[config.mk]
export PLATFORM = sky130hd
export DESIGN_NAME = paddr_classifier
export DESIGN_NICKNAME = d
export VERILOG_FILES = /design/src/rtl/paddr_cls_pkg.sv /design/src/rtl/uc_region_detect.sv /design/src/rtl/addr_squeeze.sv /design/src/rtl/cls_stage_reg.sv /design/src/rtl/paddr_classifier.sv
export SDC_FILE = /design/constraint.sdc
export NUM_CORES = 1
export LEC_CHECK = 0
export BUFFER_PORTS_ARGS = -buffer_cell sky130_fd_sc_hd__buf_2
export CORE_UTILIZATION = 50
export DETAILED_ROUTE_END_ITERATION = 6
export PLACE_DENSITY = 0.87
export SLEW_MARGIN = 30
export SYNTH_ARGS = -nofsm -noshare
export SYNTH_HDL_FRONTEND = slang
export SYNTH_HIERARCHICAL = 1
export SYNTH_SLANG_ARGS = --single-unit
[constraint.sdc]
create_clock -name clk -period 3.6 [get_ports clk]
set_clock_uncertainty 0.15 [all_clocks]
set_input_delay 0.18 -clock clk [delete_from_list [all_inputs] [get_ports clk]]
set_output_delay 0.18 -clock clk [all_outputs]
set_load 0.1 [all_outputs]
[src/rtl/paddr_cls_pkg.sv]
package paddr_cls_pkg;
    localparam int PA_W      = 44;
    localparam int WIDE_POS  = 43;
    localparam int NARR_POS  = 39;
    localparam int WIN_HI    = 42;
    localparam int WIN_LO    = 40;
    localparam int SQZ_HI    = 42;
    localparam int SQZ_LO    = 35;

    typedef logic [PA_W-1:0] paddr_t;

    typedef struct packed {
        paddr_t paddr;
        logic   uncached;
        logic   flt_reg;
        logic   flt_fetch;
    } cls_res_t;

    function automatic int uc_position(bit narrow);
        return narrow ? NARR_POS : WIDE_POS;
    endfunction

    function automatic paddr_t squeeze_mask();
        paddr_t m = '0;
        for (int b = SQZ_LO; b <= SQZ_HI; b++) m[b] = 1'b1;
        return m;
    endfunction
endpackage

[src/rtl/uc_region_detect.sv]
module uc_region_detect
    import paddr_cls_pkg::*;
#(
    parameter bit NARROW = 1'b0
) (
    input  paddr_t paddr,
    output logic   is_uc,
    output logic   in_window
);
    localparam int UC_POS = uc_position(NARROW);

    always_comb begin
        is_uc     = paddr[UC_POS];
        in_window = is_uc && (paddr[WIN_HI:WIN_LO] == 3'b111);
    end
endmodule

[src/rtl/addr_squeeze.sv]
module addr_squeeze
    import paddr_cls_pkg::*;
#(
    parameter bit SQUEEZE = 1'b1
) (
    input  paddr_t paddr,
    input  logic   apply,
    output paddr_t paddr_out
);
    localparam paddr_t MASK = SQUEEZE ? squeeze_mask() : '0;

    always_comb paddr_out = apply ? (paddr & ~MASK) : paddr;
endmodule

[src/rtl/cls_stage_reg.sv]
module cls_stage_reg
    import paddr_cls_pkg::*;
(
    input  logic     clk,
    input  logic     rst,
    input  logic     v_in,
    input  cls_res_t d_in,
    output logic     v_out,
    output cls_res_t d_out
);
    always_ff @(posedge clk) begin
        if (rst) begin
            v_out <= 1'b0;
            d_out <= '0;
        end else begin
            v_out <= v_in;
            if (v_in) d_out <= d_in;
        end
    end
endmodule

[src/rtl/paddr_classifier.sv]
module paddr_classifier
    import paddr_cls_pkg::*;
#(
    parameter bit NARROW_LAYOUT = 1'b0
) (
    input  logic            clk,
    input  logic            rst,
    input  logic            in_valid,
    input  logic [PA_W-1:0] in_paddr,
    input  logic            in_ifetch,
    output logic            out_valid,
    output logic [PA_W-1:0] out_paddr,
    output logic            out_uncached,
    output logic            out_fault_regspace,
    output logic            out_fault_fetch_io
);
    logic     is_uc, in_win, uc_plain;
    paddr_t   sq_addr;
    cls_res_t nxt, cur;

    uc_region_detect #(.NARROW(NARROW_LAYOUT)) u_det (
        .paddr(in_paddr), .is_uc(is_uc), .in_window(in_win)
    );

    assign uc_plain = is_uc & ~in_win;

    addr_squeeze #(.SQUEEZE(!NARROW_LAYOUT)) u_sqz (
        .paddr(in_paddr), .apply(uc_plain), .paddr_out(sq_addr)
    );

    always_comb begin
        nxt.paddr     = sq_addr;
        nxt.uncached  = uc_plain;
        nxt.flt_reg   = in_win;
        nxt.flt_fetch = uc_plain & in_ifetch;
    end

    cls_stage_reg u_reg (
        .clk(clk), .rst(rst), .v_in(in_valid), .d_in(nxt),
        .v_out(out_valid), .d_out(cur)
    );

    assign out_paddr          = cur.paddr;
    assign out_uncached       = cur.uncached;
    assign out_fault_regspace = cur.flt_reg;
    assign out_fault_fetch_io = cur.flt_fetch;


    fault_excl_chk: assert property (@(posedge clk) disable iff (rst)
        $onehot0({out_fault_regspace, out_fault_fetch_io}));

    win_not_uc_chk: assert property (@(posedge clk) disable iff (rst)
        out_fault_regspace |-> !out_uncached);

    fetch_needs_uc_chk: assert property (@(posedge clk) disable iff (rst)
        out_fault_fetch_io |-> out_uncached);

    valid_rise_chk: assert property (@(posedge clk) disable iff (rst)
        in_valid |=> out_valid);

    valid_fall_chk: assert property (@(posedge clk) disable iff (rst)
        !in_valid |=> !out_valid);

    hold_chk: assert property (@(posedge clk) disable iff (rst)
        !in_valid |=> $stable(out_paddr) && $stable(out_uncached));

    generate
        if (!NARROW_LAYOUT) begin : g_wide_chk

            squeeze_chk: assert property (@(posedge clk) disable iff (rst)
                out_uncached |-> (out_paddr[SQZ_HI:SQZ_LO] == '0));
        end
    endgenerate
endmodule

After elaboration in Yosys (flattened, before gate mapping)
Index checks and enable logic that the tools add are counted.

Add/sub/neg operators: 0. Multiply operators: 0. Divide/modulo/power cells: 0. Order comparisons: 0. Equality and inequality tests: 1. Shift operators: 0. Multiplexer cells: 1. Bitwise operators: 3. Reduce and logical (&&, ||, !) cells: 1.

Operators with widths (number): $mux W43 (1); $eq A3 B3 Y1 const B (1); $and A1 B1 Y1 (2); $logic_and A1 B1 Y1 (1); $not A1 Y1 (1).

Register bits after elaboration: 48. Bits in latches: 0. Memory bits (writable): 0. Bits in read-only memories: 0. Input bits: 48. Output and inout port bits: 48. Word-level logic and storage cells: 11. Memories kept: 0.

Longest topological paths before layout
Gate-level depths: netlist of run 1.

Depth in word-level cells: 5. Depth in mapped cells: 5. Mapped depth without buffers: 5.

By module
The synthesis of run 1 kept the hierarchy.

By module, submodules not included: cls_stage_reg (instances 1, cells each 154, area an instance 1721.7 um2, sequential area each 960.9 um2); addr_squeeze (instances 1, cells each 44, area an instance 320.3 um2, sequential area each 0.0 um2); uc_region_detect (instances 1, cells each 2, area an instance 16.3 um2, sequential area each 0.0 um2); paddr_classifier (instances 1, cells each 2, area an instance 15.0 um2, sequential area each 0.0 um2).

Worst setup path after synthesis of run 1
OpenSTA, ideal clock, no wires.

Kind: reg2reg. Start point: register, netlist name u_reg/d_out[0]. End point: register u_reg/d_out[0] (netlist bit). Setup time: 0.067 ns. Arrival: 1.173 ns. Data required time: 3.383 ns. Setup slack: 2.210 ns. Cell stages (with the launch flop): 3. Buffers on the path: 0. Clock period less this slack: 1.390 ns. Cells stage by stage: dfxtp_1 mux2i_1 nor2_1.

RTL lines: to (signal assigned) (line cls_stage_reg.sv:17) `if (v_in) d_out <= d_in;`; to (decl) (line cls_stage_reg.sv:9) `output cls_res_t d_out`.

==> metrics.txt, run 1 <==
Final nets=340; max-capacitance violation count=0; ANT cells=0; area delta synth->final=29.8%; crit path max fanout=9; hold depth=3; GRT overflow=0; Layout fillers=between 300 and 400; min cycle time layout=between 1.5 and 2 ns; commonest non-fill, non-tap cells in the layout=buf_2, dfxtp_1, mux2i_1, nor2_1, dlygate4sd3_1; Syn Nets=250; Antenna Nets Post-Route=0; PD cells=~490 nW/um^2; GRT Total Usage=19.8%; Fin Setup TNS=0 ns; most common cell after layout, fill and taps aside=buf_2; later-pin clock latency in the skew report=~0.29 ns; pin count of the biggest net entering global routing=49; synthesized flop and latch total=48; endpoints failing hold=0; FF-to-FF setup slack=between 2 and 3 ns; die area=around 4400 um^2; Worst Hold Launch=in_paddr[9]; core region area=about 4000 um^2; Residual DRC=0; Least-Margin Pin Slew=between 0.8 and 0.9 ns; critical path data arrival time=slightly below 2 ns; CTS max path bufs=2; CTS tree=built; Hold WC Path Type=input port to flip-flop; die height=66.4 um; Wirelength per Cell=approximately 13 um; RSZ-0062 raised after global routing=false; total power=about 1300 uW; via count=roughly 1600; Initial DRC Count=slightly below 50; drt first pass iters=4; Worst Setup End Kind=flip-flop; Clk pin slew, worst setup/hold paths=around 0.090 ns; RePlAce Congestion=~0.69; synthesized instance count=approximately 200; first-pass GRT wire length=~6500 um; Detail Placement HPWL=2330 um; WHS Endpoint=u_reg/d_out[12]; htree depth=2; # clock sinks=48; Synth area leader=dfxtp_1; Register-to-Register Path Depth=2; Yosys cell types=11; Static Leak=between 0.001 and 0.0015 uW; Initial Util=a little over 50%; initial antenna violation count=0; IO Count=96; crit share post-route=around 54%; post-place setup slack=about 1.8 ns; post_cts resized=0; share of cells above drive strength 1=a little over a third; final wirelength=4360 um; Worst Path Required=~3.6 ns; FF+latch area=961 um^2; Final WS setup=around 1.7 ns; CTS root buf=clkbuf_8; reg2reg end=u_reg/d_out[14]; vias in the first global route=between 1000 and 1500; sequential-to-total area share from yosys stat=around 46%; Num CTS Buffers=5; top post-synthesis cells by area=dfxtp_1, mux2i_1, buf_4; maximum vdd drop=a little over 0.3 mV; status=finished clean; Syn Std Cell Area=just over 2000 um^2; Startpoint Class=input port; chip width=around 66 um; input/output buffers=95; Finish-stage setup viols=0; buffer count from post-CTS setup fixing=0; R2R Path Start=u_reg/d_out[14]; Slew Viols, Final=0; DR vias/cell=around 4.6; Post-Syn Area per Cell=around 10 um^2; multi-input logic area=727 um^2; row count=23; Syn. warnings=6; fmax=about 510 MHz; worst setup path category=input port to flip-flop; Worst slew margin=a little over two fifths; area share of the largest cell type after synthesis=around 46%
## per-stage QoR
step / cells / util, % / instance area, um^2 / hold slack [ns]
after detailed placement: 300 / 55.8 / 2230 / 0.273
after CTS: 343 / 67.3 / 2690 / 0.00474
after global placement: 300 / 55.8 / 2230 / 0.261
final: 343 / 67.3 / 2690 / 0.0353
after floorplan: 202 / - / 2070 / 0.259
after global routing: 343 / 67.3 / 2690 / 0.0388
## power by group
group | total (uW) | switching, uW | internal [uW] | leakage, uW
Sequential | 575 | 14.4 | 560 | 0.000396
Combinational | 375 | 279 | 95.2 | 0.000973
Clock | 380 | 174 | 206 | 0.0000552
## sequential cells by signal, summed over array words and instances (netlist names)
name / cells
u_reg/d_out: 47
u_reg/v_out: 1
## cell usage after synthesis
cell      number
and3b_1        1
nor2b_1       10
clkbuf_1       3
mux2i_1       47
buf_6          1
buf_4         39
dfxtp_1       48
nor2_1        47
and4_1         1
buf_12         3
buf_2          2
## per-layer routing
metal / global-route usage (%) / wire (um) / vias to the layer above
met4: 7.18 / 74 / 0
met3: 7.24 / 304 / 10
met1: 22.3 / 1830 / 691
li1: - / - / 793
met2: 34.1 / 2150 / 70
met5: 0 / 0 / -
## timing repair
action                                  in CTS  in global routing
hold endpoints to repair                    35                  0
hold buffers                                35                  0
endpoints found under the setup margin       0                  0
## cell families (layout without fill, tap and decap cells)
kind of cell / Yosys count / after routing / share of synthesized area, %
AND/OR/NAND/NOR: 59 / 59 / 12.4
multiplexers: 47 / 47 / 22.7
buffers and inverters: 48 / 139 / 18.6
flip-flops: 48 / 48 / 46.3
## worst max-delay path, stage by stage
cell and delay (ns):
dlygate4sd3_1 0.55, buf_2 0.14, and4_1 0.21, nor2b_1 0.53, nor2b_1 0.13, mux2i_1 0.16, nor2_1 0.05
## final cells by class
type                    instances  share of cell area [%]
clock inverters                 2                    1.30
flip-flops and latches         48                    35.7
clock buffers                   6                    2.70
well taps                      50                    2.32
multi-input cells             106                    27.0
repair buffers                131                    31.0
## how the worst max path moves through the flow
| stage | startpoint | endpoint | cells after the start |
|---|---|---|---|
| 2_1_floorplan | u_reg/d_out[0] | u_reg/d_out[0] | 2 |
| 3_3_place_gp | in_valid | u_reg/d_out[35] | 4 |
| 3_5_place_dp | in_valid | u_reg/d_out[19] | 4 |
| 4_1_cts | in_paddr[43] | u_reg/d_out[39] | 7 |
| 5_1_grt | in_paddr[43] | u_reg/d_out[39] | 7 |
| 6_report | in_paddr[43] | u_reg/d_out[39] | 7 |
Power figures use the tool's default switching activity.
==> inputs of run 2 (changes only) <==
--- a/config.mk
+++ b/config.mk
@@ -5,10 +5,11 @@
 export SDC_FILE = /design/constraint.sdc
 export NUM_CORES = 1
 export LEC_CHECK = 0
+export ABC_AREA = 1
 export BUFFER_PORTS_ARGS = -buffer_cell sky130_fd_sc_hd__buf_2
-export CORE_UTILIZATION = 50
+export CORE_UTILIZATION = 43
 export DETAILED_ROUTE_END_ITERATION = 6
-export PLACE_DENSITY = 0.87
+export PLACE_DENSITY = 0.77
 export SLEW_MARGIN = 30
 export SYNTH_ARGS = -nofsm -noshare
 export SYNTH_HDL_FRONTEND = slang
==> constraint.sdc (replaced) <==
create_clock -name clk -period 1.6 [get_ports clk]
set_clock_uncertainty 0.15 [all_clocks]
set_input_delay 0.08 -clock clk [delete_from_list [all_inputs] [get_ports clk]]
set_output_delay 0.08 -clock clk [all_outputs]
set_load 0.1 [all_outputs]
==> metrics.txt, run 2 <==
CTS max path bufs=2; Largest regs=u_reg/d_out: 47 flops, u_reg/v_out: 1 flops; ANT cells=0; worst setup path category=input port to flip-flop; Final nets=just over 500; RSZ-0062 raised after global routing=false; sequential-to-total area share from yosys stat=between 40% and 50%; Antenna Nets Post-Route=0; die height=around 76 um; Post-Syn Area per Cell=between 6 and 7 um^2; Post-synth EDFFs=0; chip width=around 76 um; Worst Path Required=1.68 ns; area share of the largest cell type after synthesis=about 40%; initial antenna violation count=0; CTS root buf=clkbuf_8; later-pin clock latency in the skew report=0.29 ns; vias in the first global route=between 1500 and 2000; most common cell after layout, fill and taps aside=nor2_1; Syn Nets=~410; most flop-heavy register=u_reg/d_out; critical path data arrival time=1.53 ns; first-pass GRT wire length=8200 um; crit path max-delay cell type=dlygate4sd3_1; share of cells above drive strength 1=roughly a quarter; htree depth=2; Layout fillers=495; Gate power share=around a third; Net Sw Power=between 1000 and 1500 uW; input/output buffers=95; Slew Viols, Final=0; IO Count=96; GRT overflow=0; Detail Placement HPWL=slightly below 3000 um; switching share of total power=39.6%; Initial Util=45.4%; Num CTS Buffers=5; CTS tree=built; Static Leak=between 0.0015 and 0.002 uW; Synth area leader=dfxtp_1; internal power=roughly 1900 uW; Least-Margin Pin Slew=0.505 ns; share of synthesized registers carrying an async set or reset=0%; pin count of the biggest net entering global routing=just over 60; most frequent cell after synthesis=nor2_1; Initial DRC Count=62; Startpoint Class=input port; fmax=approximately 690 MHz; Syn Std Cell Area=~2300 um^2; PD cells=around 1000 nW/um^2; Fin Setup TNS=0 ns; Clk pin slew, worst setup/hold paths=around 0.080 ns; maximum vdd drop=0.491 mV; sequential power share=42.6%; buffer count from post-CTS setup fixing=0; Worst Setup End Kind=flip-flop; GRT Total Usage=about 17%; synthesized instance count=364; die area=5760 um^2; max-capacitance violation count=0; crit path max fanout=9; synthesized flop and latch total=between 40 and 50; FF-to-FF setup slack=0.87 ns; Residual DRC=0; prevailing post-synth register cell=dfxtp_1; Wirelength per Cell=between 9 and 10 um; row count=26; min cycle time layout=roughly 1.5 ns; clock share of power=23.6%; synth cell count leaders=nor2_1, nand2_1, inv_1, dfxtp_1, buf_4; RePlAce Congestion=0.717; status=finished clean; top post-synthesis cells by area=dfxtp_1, nor2_1, nand2_1; core region area=between 5000 and 6000 um^2; Hold WC Path Type=input port to flip-flop; Worst path max stage delay=about 0.52 ns; Worst slew margin=between 60% and 70%; crit share post-route=90.8%; DR vias/cell=between 4 and 5; area delta synth->final=29.9%; Finish-stage setup viols=0; endpoints failing hold=0; total power=3090 uW; via count=between 2000 and 2500; drt first pass iters=4; final wirelength=slightly below 5000 um; max FFs per register=47; critical-path cell list=dlygate4sd3_1, buf_2, nand2_1, nor2_1, inv_1, nand2_2, inv_1, nor2_2, inv_1, nand2_1, nand2_1, nor2_1; commonest non-fill, non-tap cells in the layout=nor2_1, nand2_1, buf_2; # clock sinks=48; Yosys cell types=10; Syn. warnings=6
[run 2: logic make-up (layout without fill, tap and decap cells)]
family                 after synthesis  in the layout  share of synthesized area, %
buffers and inverters              114            207                          26.6
flip-flops                          48             48                          40.9
AND/OR/NAND/NOR                    202            202                          32.5
[run 2: power groups by stage]
stage               clock [uW]  combinational (uW)  sequential (uW)
floorplan                    0                 284             1930
global placement             0                 956             1340
detailed placement           0                 966             1340
CTS                        771                1040             1310
global route               823                1110             1330
finish                     729                1040             1310
[run 2: layout make-up]
| type | instances | area, um^2 | share of cell area [%] |
|---|---|---|---|
| Sequential cell | 48 | 961 | 31.5 |
| Timing Repair Buffer | 139 | 918 | 30.1 |
| Multi-Input combinational cell | 202 | 766 | 25.1 |
| Inverter | 60 | 225 | 7.38 |
| Tap cell | 70 | 87.6 | 2.87 |
| Clock buffer | 6 | 82.6 | 2.71 |
| Clock inverter | 2 | 10.0 | 0.328 |
[run 2: metrics by stage]
step                      cells  hold slack, ns  setup slack (ns)  cell area [um^2]  util, %
after floorplan             364         0.00132             0.243              2350        -
after global placement      479           0.105             0.471              2550     49.4
after detailed placement    479           0.110             0.388              2550     49.4
after CTS                   527         0.00131             0.157              3050     58.9
after global routing        527          0.0485           0.00733              3050     59.0
final                       527          0.0137             0.148              3050     59.0
[run 2: worst paths after layout]
path	start	end	depth (start not counted)
setup / recovery	in_paddr[43]	u_reg/d_out[43]	12
hold / removal	in_paddr[37]	u_reg/d_out[40]	7
setup reg to reg	u_reg/d_out[43]	u_reg/d_out[43]	2
hold reg to reg	u_reg/d_out[17]	u_reg/d_out[17]	2
[run 2: per-layer routing]
metal	share of wire, %	vias up	GRT usage (%)
met5	0	-	0
li1	-	1166	-
met4	0.97	0	4.04
met3	6.5	6	5.06
met2	47	68	32.5
met1	45	907	19.2
[run 2: repair_timing]
item	CTS	global route
gates resized for setup	0	1
endpoints found under the setup margin	0	1
hold buffers	40	0
hold endpoints to repair	40	0
[run 2: critical path: cells and delay by family]
family | cells | cell delay [ns]
buffers and inverters | 5 | 0.87
AND/OR/NAND/NOR | 7 | 0.58
==> inputs of run 3 (changes only) <==
==> constraint.sdc (replaced) <==
create_clock -name clk -period 1.6 [get_ports clk]
set_clock_uncertainty 0.15 [all_clocks]
set_input_delay 0.48 -clock clk [delete_from_list [all_inputs] [get_ports clk]]
set_output_delay 0.48 -clock clk [all_outputs]
set_load 0.1 [all_outputs]
==> metrics.txt, run 3 (synthesis results as in run 2) <==
Wirelength per Cell=9.41 um; post_cts resized=0; core region area=between 5000 and 6000 um^2; critical-path cell list=buf_12; Worst slew margin=84.4%; most common cell after layout, fill and taps aside=nor2_1; CTS tree=built; cts hold-fix bufs=0; Num CTS Buffers=5; CTS max path bufs=2; Register-to-Register Path Depth=2; final wirelength=approximately 4600 um; Least-Margin Pin Slew=roughly 0.23 ns; Slew Viols, Final=0; Worst Hold Launch=rst; post-place setup slack=-0.0202 ns; Worst Path Required=0.97 ns; Final Cell Area=between 3000 and 4000 um^2; share of cells above drive strength 1=about 26%; endpoints failing hold=0; commonest non-fill, non-tap cells in the layout=nor2_1, nand2_1, inv_1; Final WS setup=a little under 0.09 ns; CTS root buf=clkbuf_8; min cycle time layout=around 1.5 ns; max FFs per register=47; GRT overflow=0; Residual DRC=0; first-pass GRT wire length=7980 um; multi-input logic area=between 700 and 800 um^2; vias in the first global route=about 2000; GRT Total Usage=17.1%; maximum vdd drop=roughly 0.55 mV; RSZ-0062 raised after global routing=false; htree depth=2; drt first pass iters=5; Finish-stage setup viols=0; Detail Placement HPWL=3690 um; chip width=between 70 and 80 um; Antenna Nets Post-Route=0; Worst Setup End Kind=output port; crit share post-route=between 90% and 100%; later-pin clock latency in the skew report=around 0.29 ns; via count=between 2000 and 2500; RePlAce Congestion=0.749; Layout fillers=433; Startpoint Class=flip-flop; worst setup path category=flip-flop to output port; worst hold slack=approximately 0.20 ns; crit path max fanout=2; Hold WC Path Type=input port to flip-flop; ANT cells=0; area delta synth->final=44.9%; most flop-heavy register=u_reg/d_out; WHS Endpoint=u_reg/v_out; hold depth=2; Worst path max stage delay=0.40 ns; Final nets=~460; DR vias/cell=around 4.1; fmax=approximately 660 MHz; Initial DRC Count=approximately 100; Initial Util=~45%; Clk pin slew, worst setup/hold paths=roughly 0.08 ns; Largest regs=u_reg/d_out: 47 flops, u_reg/v_out: 1 flops; input/output buffers=95; max-capacitance violation count=0; PD cells=about 970 nW/um^2; # clock sinks=48; CP top delay family=flip-flops; FF+latch area=961 um^2; status=finished clean; FF-to-FF setup slack=between 0.8 and 0.9 ns; row count=26; pin count of the biggest net entering global routing=roughly 50; placed instance area=approximately 3300 um^2; reg2reg end=u_reg/d_out[18]; IO Count=96; crit path max-delay cell type=dfxtp_1; WP buf/inv=1; die height=about 76 um; critical path data arrival time=around 0.88 ns; die area=between 5000 and 6000 um^2; R2R Path Start=u_reg/d_out[18]; buffer count from post-CTS setup fixing=0; initial antenna violation count=0; Static Leak=roughly 0.0018 uW
==> run 3: cell types whose count changed in the layout (fill, tap and decap cells not counted) <==
cell / change
clkinv_2: -2
clkbuf_1: +2
buf_2: -48
dlygate4sd3_1: -40
nor2_1: +1
buf_12: +51
nor2_2: -1
buf_4: -3
==> run 3: where the power goes <==
part / total [uW] / internal (uW) / switching [uW]
Clock: 710 / 353 / 358
Combinational: 1230 / 436 / 792
Sequential: 1360 / 1280 / 84.7
Total: 3300 / 2060 / 1230
==> run 3: routing by layer <==
layer  vias to the layer above  wire (um)  global-route usage, %
li1                       1086          -                      -
met1                       851       1750                   16.0
met2                        76       2390                   33.6
met3                         5        408                   6.51
met4                         0         43                   5.19
met5                         -          0                      0
==> run 3: how the worst max path moves through the flow <==
stage                    start            endpoint  slack [ns]  depth (start not counted)
2_1_floorplan   u_reg/d_out[0]  out_fault_fetch_io        0.04                          0
3_3_place_gp      in_paddr[43]     u_reg/d_out[43]        0.08                         11
3_5_place_dp      in_paddr[43]     u_reg/d_out[41]       -0.02                         11
4_1_cts         u_reg/d_out[5]        out_paddr[2]        0.06                          1
5_1_grt        u_reg/d_out[10]        out_paddr[7]        0.04                          1
6_report        u_reg/d_out[5]        out_paddr[2]        0.09                          1
==> run 3: layout make-up <==
cell class	instances	area share [%]
inverter	60	6.62
clock buffer	8	2.65
timing repair buffer	99	37.5
tap	70	2.57
multi-input combinational	202	22.4
sequential	48	28.2
==> run 3: metrics by stage <==
stage	util, %	std cells	power, uW	TNS [ns]
final	65.8	487	3300	0
after global routing	65.8	487	3450	0
after CTS	65.8	487	3350	0
after detailed placement	64.1	479	2630	-0.0202
after global placement	64.1	479	2600	0
after floorplan	-	364	2210	0
